`config.mk`:
```
export PLATFORM = sky130hd
export DESIGN_NAME = gray_jk_counter
export DESIGN_NICKNAME = d
export VERILOG_FILES = /design/src/rtl/gray_jk_pkg.sv /design/src/rtl/jk_cell.sv /design/src/rtl/gray_excite.sv /design/src/rtl/gray_jk_counter.sv
export SDC_FILE = /design/constraint.sdc
export NUM_CORES = 1
export LEC_CHECK = 0
export ABC_AREA = 1
export BUFFER_PORTS_ARGS = -buffer_cell sky130_fd_sc_hd__clkbuf_2
export CORE_AREA = 2 2 39 41
export DETAILED_ROUTE_END_ITERATION = 12
export DIE_AREA = 0 0 41 43
export PLACE_DENSITY_LB_ADDON = 0.08
export SLEW_MARGIN = 20
export SYNTH_ARGS = -nofsm -noshare
export SYNTH_HDL_FRONTEND = slang
export SYNTH_SLANG_ARGS = --single-unit
```
`constraint.sdc`:
```
create_clock -name clk_i -period 0.85 [get_ports clk_i]
set_input_delay 0 -clock clk_i [delete_from_list [all_inputs] [get_ports clk_i]]
set_output_delay 0 -clock clk_i [all_outputs]
set_load 0.02 [all_outputs]
```
`src/rtl/gray_jk_pkg.sv`:
```
package gray_jk_pkg;
    localparam int unsigned STATE_W = 3;

    typedef enum logic [STATE_W-1:0] {
        ST_G0 = 3'b000,
        ST_G1 = 3'b001,
        ST_G2 = 3'b011,
        ST_G3 = 3'b010,
        ST_G4 = 3'b110,
        ST_G5 = 3'b111,
        ST_G6 = 3'b101,
        ST_G7 = 3'b100
    } g_state_e;
endpackage

```
`src/rtl/jk_cell.sv`:
```
module jk_cell (
    input  logic clk_i,
    input  logic rst_i,
    input  logic j_i,
    input  logic k_i,
    output logic q_o
);
    always_ff @(posedge clk_i) begin
        if (rst_i) begin
            q_o <= 1'b0;
        end else begin
            unique case ({j_i, k_i})
                2'b00: q_o <= q_o;
                2'b01: q_o <= 1'b0;
                2'b10: q_o <= 1'b1;
                2'b11: q_o <= ~q_o;
                default: q_o <= q_o;
            endcase
        end
    end
endmodule

```
`src/rtl/gray_excite.sv`:
```
module gray_excite
    import gray_jk_pkg::*;
(
    input  logic [STATE_W-1:0] q_i,
    input  logic               en_i,
    output logic [STATE_W-1:0] j_o,
    output logic [STATE_W-1:0] k_o
);
    logic [STATE_W-1:0] j_raw;
    logic [STATE_W-1:0] k_raw;

    always_comb begin
        // bit 2
        j_raw[2] =  q_i[1] & ~q_i[0];
        k_raw[2] = ~q_i[1] & ~q_i[0];
        // bit 1
        j_raw[1] = ~q_i[2] &  q_i[0];
        k_raw[1] =  q_i[2] &  q_i[0];
        // bit 0
        k_raw[0] =  q_i[2] ^ q_i[1];
        j_raw[0] = ~k_raw[0];
        // gating: all pins low means every cell holds
        j_o = en_i ? j_raw : '0;
        k_o = en_i ? k_raw : '0;
    end
endmodule

```
`src/rtl/gray_jk_counter.sv`:
```
module gray_jk_counter
    import gray_jk_pkg::*;
(
    input  logic               clk_i,
    input  logic               rst_i,
    input  logic               en_i,
    output logic [STATE_W-1:0] count_o,
    output logic               wrap_o
);
    logic [STATE_W-1:0] q;
    logic [STATE_W-1:0] j_pins;
    logic [STATE_W-1:0] k_pins;
    g_state_e           cur_st;
    logic               at_last;
    logic               wrap_q;

    gray_excite excite_i (
        .q_i  (q),
        .en_i (en_i),
        .j_o  (j_pins),
        .k_o  (k_pins)
    );

    for (genvar b = 0; b < STATE_W; b++) begin : g_cells
        jk_cell cell_i (
            .clk_i (clk_i),
            .rst_i (rst_i),
            .j_i   (j_pins[b]),
            .k_i   (k_pins[b]),
            .q_o   (q[b])
        );
    end

    always_comb begin
        cur_st  = g_state_e'(q);
        at_last = 1'b0;
        unique case (cur_st)
            ST_G7:   at_last = 1'b1;
            default: at_last = 1'b0;
        endcase
    end

    always_ff @(posedge clk_i) begin
        if (rst_i) begin
            wrap_q <= 1'b0;
        end else begin
            wrap_q <= en_i & at_last;
        end
    end

    assign count_o = q;
    assign wrap_o  = wrap_q;
endmodule

```
==> flow_summary.ini, run 1 <==
[run_status]
outcome = complete, no violations

[floorplan]
rows = 14
coreArea_um2 = 1380
pin_count = 7
die_x_um = 41
start_util_pct = 13.2
die_area_um2 = 1760
die-height_um = 43

[worst_setup_path]
worstSetupStartpointType = flop
cp_num_buf_inv = 1
crit_fanout = 5
crit_slowest_cell = dfxtp_2
slowest_delay_ps = 360
cp.required_ps = 850
worst_setup_path_end_kind = output pin
crit_chain = clkbuf_4
path_class = reg -> out
critical-path-top-delay-family = flip-flops
crit_arrival_ps = 770

[detailed_routing]
drt_iter0_markers = 2
drc = 0
vias = 173
wl_um = 399
routedWlPerCell_um = 8.31
viasPerCell = 3.60
dr.pass1.iters = 4
postRouteAntennaNets = 0

[power_and_ir_drop]
p_per_area_nw_per_um2 = 2000
leakagePower_nw = 0.113
power_uw = 508
vdd_drop_max_mv = 0.444

[placement]
post-place-ws_ps = 92.1
place.gp.congestion = 0.711
dp.cells = 44
port_buffers = 6

[timing]
rsz0062_at_grt = false
post-route-min-period_ps = 769
worst_slew_pin_slew_ps = 142
clock_skew_ps = 2.74
hold_viol_final = 0
max_freq_ghz = 1.30
post-route-period-util_pct = 90.4
relSlewSlack_pct = 90.4
drv_slew = 0
layout_setup_ws_ps = 81.3
setup-violations-final = 0
setup_tns_ps = 0

[clock_tree]
cts_max_level = 1
path_clk_slew_ps = 40
cts_buffer_depth = 2
cts_root_buffer = clkbuf_4
tritoncts = built
cts_made_buffers = 3
clkSinkCount = 4
clk_latency_ps = 230
cts_setup_buffers = 0

[synth]
yosys_warnings = 0
syn_inst = 25
synth_cell_types = 11
synth_area_um2 = 183
syn-num-nets = 28
ys_ff_latch = 4
ys_seq_area_share_pct = 43.8
avgSynthCellArea_um2 = 7.31

[global_route]
grt_usage_pct = 6.43
grt_max_degree = 7
grt_pass1_vias = 161
grt_pass1_wl_um = 648
gr-total-overflow = 0
grt_antenna_before_repair = 0

[flow_run]
cap_violations = 0

[cells_and_area]
multi_input_area_um2 = 65.1
final_nets = 37
fin_cells = 48
diodes = 0
regArea_um2 = 86.3
fillerInstances = 170
drive_gt1_share_pct = 43.8
area_growth_pct = 39.0

[hold_path]
hp-class = in -> reg
-- stage by stage --
stage                     area (um^2)  hold WS [ps]  util (%)
after floorplan                   183          62.4         -
after global placement            210           198      15.2
final                             254          21.1      18.4
after detailed placement          210           197      15.2
after global routing              254          28.6      18.4
after CTS                         250          14.0      18.1
-- what timing repair did --
action | 4_1_cts | 5_1_grt
setup endpoints to repair | 2 | 1
endpoints found under the hold margin | 2 | 0
hold buffers | 1 | 0
resized for setup | 4 | 2
-- where the power goes --
group	switching (mW)	internal, mW	total [mW]
Sequential	0.0118	0.198	0.210
Clock	0.0805	0.158	0.239
Combinational	0.0344	0.0250	0.0594
Total	0.127	0.382	0.508
-- cell usage after synthesis, drive strengths merged --
cell type  count  share of area (%)
inv            4                8.2
nor2           1                2.1
dfxtp          4                 44
nand2          6                 12
nor3           1                2.7
nand3          2                5.5
a21oi          3                 10
buf            3                 12
o21ai          1                2.7
-- cell usage in the layout (no fill, tap or decap), types with 2 or more instances in the layout --
cell type and count:
clkbuf_4 5, inv_1 3, nand2_1 6, dfxtp_2 2
nand3_1 2, a21oi_1 2, clkbuf_2 4
-- area by class of cell --
| type | count | share of cell area [%] |
|---|---|---|
| clock buffer | 3 | 8.87 |
| sequential | 4 | 34.0 |
| tap | 16 | 7.88 |
| timing repair buffer | 7 | 17.7 |
| inverter | 4 | 5.91 |
| multi-input combinational | 14 | 25.6 |
-- registers in the layout, indices dropped and copies added, names as in the netlist --
| name | flops |
|---|---|
| g_cells.cell_i.q_o | 3 |
| wrap_o | 1 |
-- final timing paths --
check / from / to / slack [ps] / depth (start not counted)
worst max-delay path: g_cells[2].cell_i.q_o / count_o[2] / 80 / 1
worst min-delay path: en_i / g_cells[0].cell_i.q_o / 20 / 2
worst max register to register: g_cells[1].cell_i.q_o / g_cells[0].cell_i.q_o / 140 / 4
worst min register to register: g_cells[2].cell_i.q_o / g_cells[2].cell_i.q_o / 500 / 2
-- cell families after synthesis --
| group | after synthesis | share of synthesized area (%) |
|---|---|---|
| AND/OR/NAND/NOR | 10 | 22.6 |
| buffers and inverters | 7 | 20.5 |
| flip-flops | 4 | 43.8 |
| AO/OA/AOI/OAI | 4 | 13.0 |
-- metal layers --
layer,global-route usage (%),share of wire (%),wire length (um)
met4,10.0,1.0,4
met2,5.63,39,157
met1,8.06,48,191
met5,0,0,0
met3,3.14,12,46
(Power assumes the default switching activity.)
==> inputs of run 2 (changes only) <==
--- a/config.mk
+++ b/config.mk
@@ -8,6 +8,7 @@
 export ABC_AREA = 1
 export BUFFER_PORTS_ARGS = -buffer_cell sky130_fd_sc_hd__clkbuf_2
 export CORE_AREA = 2 2 39 41
+export CTS_BUF_LIST = sky130_fd_sc_hd__clkbuf_8
 export DETAILED_ROUTE_END_ITERATION = 12
 export DIE_AREA = 0 0 41 43
 export PLACE_DENSITY_LB_ADDON = 0.08
==> run 2 against run 1 <==
Compared with the run above:
- first-iteration DRC count did not move
- power grew 31%
- flip-flop and latch count did not move
- critical path type unchanged
- largest cell class unchanged
==> flow_summary.ini, run 2 (synthesis results as in run 1) <==
[run_status]
outcome = complete, no violations

[clock_tree]
cts_max_level = 1
cts_buffer_depth = 2
cts_made_buffers = 3
clkSinkCount = 4
cts_root_buffer = clkbuf_8
path_clk_slew_ps = 30
tritoncts = built
clk_latency_ps = 210

[timing]
drv_slew = 0
max_freq_ghz = 1.25
setup-violations-final = 0
post-route-min-period_ps = 800
worst_slew_pin_slew_ps = 167
rsz0062_at_grt = true
hold_viol_final = 0
post-route-period-util_pct = 94.1
clock_skew_ps = 1.39
relSlewSlack_pct = 88.8

[detailed_routing]
drt_iter0_markers = 2
viasPerCell = 3.52
postRouteAntennaNets = 0
routedWlPerCell_um = 8.31
drc = 0
dr.pass1.iters = 5
wl_um = 399
vias = 169

[worst_setup_path]
crit_arrival_ps = 800
cp.required_ps = 850
cp_num_buf_inv = 1
worst_setup_path_end_kind = output pin
crit_fanout = 5
slowest_delay_ps = 390
worstSetupStartpointType = flop
path_class = reg -> out
r2r_start = g_cells[0].cell_i.q_o
reg2reg_to = g_cells[2].cell_i.q_o
r2r_slack_ps = 100
crit_slowest_cell = dfxtp_1
rr_worst_depth = 4
critical-path-top-delay-family = flip-flops
crit_chain = clkbuf_2

[hold_path]
hp-class = in -> reg
holdPathEnd = g_cells[0].cell_i.q_o
min_from = en_i
hold_depth = 2

[global_route]
grt_pass1_wl_um = 614
gr-total-overflow = 0
grt_usage_pct = 6.03
grt_max_degree = 7
grt_antenna_before_repair = 0
grt_pass1_vias = 153

[placement]
place.gp.congestion = 0.711
port_buffers = 6
place_area_um2 = 210
dp.cells = 44

[floorplan]
die_x_um = 41
die_area_um2 = 1760
start_util_pct = 13.2
coreArea_um2 = 1380
die-height_um = 43
pin_count = 7
rows = 14

[cells_and_area]
fillerInstances = 163
largest_register_ffs = 3
diodes = 0
drive_gt1_share_pct = 40.6
postLayoutCoreUtil_pct = 19.1
fin_cells = 48
design_area_um2 = 264
top_register = g_cells.cell_i.q_o
layout_common_cells = nand2_1, clkbuf_2, inv_1, clkbuf_8
area_growth_pct = 44.5
final_nets = 37

[power_and_ir_drop]
power_uw = 664
p_per_area_nw_per_um2 = 2520
vdd_drop_max_mv = 0.719
leakagePower_nw = 0.120

[flow_run]
cap_violations = 0
-- run 2: layout make-up --
cell class	instances	area [um^2]	share of cell area, %
Sequential cell	4	82.6	31.3
Multi-Input combinational cell	14	65.1	24.6
Clock buffer	3	41.3	15.6
Timing Repair Buffer	7	40.0	15.2
Tap cell	16	20.0	7.58
Inverter	4	15.0	5.69
-- run 2: routing by layer --
metal / share of wire (%) / global-route usage, %
met5: 0 / 0
met4: 2.3 / 8.00
met3: 12 / 3.14
met2: 39 / 5.00
met1: 47 / 8.39
-- run 2: how the worst max path moves through the flow --
stage	from	to	cells after the start
3_5_place_dp	g_cells[2].cell_i.q_o	wrap_o	2
4_1_cts	g_cells[2].cell_i.q_o	count_o[2]	1
5_1_grt	rst_i	g_cells[0].cell_i.q_o	5
3_3_place_gp	g_cells[2].cell_i.q_o	wrap_o	2
6_report	g_cells[0].cell_i.q_o	count_o[0]	1
2_1_floorplan	g_cells[0].cell_i.q_o	g_cells[2].cell_i.q_o	4
-- run 2: what timing repair did --
item                       CTS  global route
setup endpoints to repair    0             4
hold endpoints to repair     2             0
setup buffers                0             0
resized for setup            0             2
hold buffers                 1             0
-- run 2: power by group --
part	internal (mW)	switching, mW
sequential	0.199	0.0116
clock	0.302	0.0947
combinational	0.0227	0.0344
-- run 2: through the flow --
stage | setup TNS [ps] | worst slack (ps) | hold slack (ps)
floorplan | 0 | 166 | 62.4
global route | -9.37 | -9.37 | 66.3
finish | 0 | 50.2 | 48.0
detailed placement | 0 | 92.1 | 197
global placement | 0 | 69.3 | 198
CTS | 0 | 22.8 | 39.9
==> inputs of run 3 (changes only) <==
--- a/config.mk
+++ b/config.mk
@@ -7,6 +7,8 @@
 export LEC_CHECK = 0
 export ABC_AREA = 1
 export BUFFER_PORTS_ARGS = -buffer_cell sky130_fd_sc_hd__clkbuf_2
+export CELL_PAD_IN_SITES_DETAIL_PLACEMENT = 1
+export CELL_PAD_IN_SITES_GLOBAL_PLACEMENT = 2
 export CORE_AREA = 2 2 39 41
 export CTS_BUF_LIST = sky130_fd_sc_hd__clkbuf_8
 export DETAILED_ROUTE_END_ITERATION = 12
==> run 3 against run 2 <==
Compared with the run above:
- hold slack improved by 7.5 ps
- utilization did not move
- flip-flop and latch count did not move
- maximum frequency fell by 0.86%
- design area did not move
- die area did not move
- clock skew fell by 1.3 ps
- combinational power rose by 1%
- critical path depth did not move
- non-clock buffer count did not move
- via count rose by 3.0%
- register-to-register slack barely moved
- critical path type unchanged
- largest cell class unchanged
- largest power group unchanged
==> flow_summary.ini, run 3 (synthesis results as in run 1) <==
[timing]
setup-violations-final = 0
max_freq_ghz = 1.24
clock_skew_ps = 0.0610
setup_tns_ps = 0
relSlewSlack_pct = 88.3
post-route-period-util_pct = 94.9
hold_viol_final = 0
post-route-min-period_ps = 807
drv_slew = 0
rsz0062_at_grt = false
worst_slew_pin_slew_ps = 176
hold_slack_ps = 55.5

[detailed_routing]
drt_iter0_markers = 3
postRouteAntennaNets = 0
drc = 0
wl_um = 420
routedWlPerCell_um = 8.75
vias = 174
dr.pass1.iters = 4
viasPerCell = 3.63

[floorplan]
rows = 14
die-height_um = 43
pin_count = 7
die_area_um2 = 1760
start_util_pct = 13.2
die_x_um = 41
coreArea_um2 = 1380

[placement]
hpwl_um = 320
port_buffers = 6
place.gp.congestion = 0.678
place_area_um2 = 210

[worst_setup_path]
cp_num_buf_inv = 1
cp.required_ps = 850
worst_setup_path_end_kind = output pin
crit_fanout = 5
crit_slowest_cell = dfxtp_1
worstSetupStartpointType = flop
critical-path-top-delay-family = flip-flops
path_class = reg -> out
crit_arrival_ps = 810
slowest_delay_ps = 390
crit_chain = clkbuf_2

[global_route]
grt_pass1_wl_um = 634
grt_pass1_vias = 158
grt_max_degree = 7
grt_antenna_before_repair = 0
gr-total-overflow = 0
grt_usage_pct = 6.51

[clock_tree]
cts_root_buffer = clkbuf_8
path_clk_slew_ps = 30
tritoncts = built
clkSinkCount = 4
cts_max_level = 1
cts_made_buffers = 3
clk_latency_ps = 210
cts_buffer_depth = 2
cts_setup_buffers = 0

[power_and_ir_drop]
power_uw = 658
power.internal_uw = 524
power_frac_clock_pct = 58.8
p_switching_uw = 135
vdd_drop_max_mv = 0.422
p_per_area_nw_per_um2 = 2490
swShare_pct = 20.5
pwr-share-seq_pct = 32.4
leakagePower_nw = 0.120
power_frac_comb_pct = 8.8

[cells_and_area]
drive_gt1_share_pct = 40.6
final_nets = 37
top_register = g_cells.cell_i.q_o
area_growth_pct = 44.5
diodes = 0
layout_common_cells = nand2_1, clkbuf_2, inv_1, clkbuf_8
largest_register_ffs = 3
fillerInstances = 179
regArea_um2 = 82.6
design_area_um2 = 264
multi_input_area_um2 = 65.1

[run_status]
outcome = complete, no violations

[hold_path]
hp-class = in -> reg

[flow_run]
cap_violations = 0
run 3: stage by stage:
stage / cells / worst slack (ps) / utilization (%)
finish: 48 / 43.2 / 19.1
global route: 48 / 15.2 / 19.1
CTS: 48 / 14.8 / 18.9
detailed placement: 44 / 75.5 / 15.2
global placement: 44 / 52.4 / 15.2
floorplan: 25 / 166 / -
run 3: per-layer routing:
| metal | share of wire [%] | vias up | global-route usage (%) | wire length, um |
|---|---|---|---|---|
| li1 | - | 90 | - | - |
| met1 | 48 | 75 | 7.01 | 200 |
| met2 | 42 | 9 | 5.94 | 176 |
| met3 | 10 | 0 | 4.71 | 43 |
| met4 | 0 | 0 | 10.0 | 0 |
| met5 | 0 | - | 0 | 0 |
run 3: path summary, 6_finish.rpt:
path	from	end	slack [ps]	depth (start not counted)
setup / recovery	g_cells[2].cell_i.q_o	count_o[2]	40	1
hold / removal	en_i	g_cells[0].cell_i.q_o	60	2
setup reg to reg	g_cells[2].cell_i.q_o	g_cells[0].cell_i.q_o	110	4
hold reg to reg	g_cells[2].cell_i.q_o	g_cells[2].cell_i.q_o	530	2
run 3: layout make-up:
class | instances | share of cell area [%]
flip-flops and latches | 4 | 31.3
multi-input cells | 14 | 24.6
clock buffers | 3 | 15.6
repair buffers | 7 | 15.2
well taps | 16 | 7.58
inverters | 4 | 5.69
run 3: power by group through the flow:
stage          registers [mW]  clock network [mW]  logic (mW)
4_1_cts                 0.212               0.400      0.0586
2_1_floorplan           0.210                   0      0.0451
6_report                0.213               0.387      0.0579
3_3_place_gp            0.214                   0      0.0555
5_1_grt                 0.215               0.415      0.0640
3_5_place_dp            0.214                   0      0.0546
run 3: timing repair:
item / 4_1_cts / 5_1_grt
setup endpoints to repair: 0 / 3
hold endpoints to repair: 2 / 0
hold buffers: 1 / 0
gates resized for setup: 0 / 2
run 3: worst reg2reg max path: cells and delay by family, from the launching register on:
kind,cells,cell delay [ps]
flip-flops,1,390
AO/OA/AOI/OAI,1,110
buffers and inverters,1,60
AND/OR/NAND/NOR,2,100
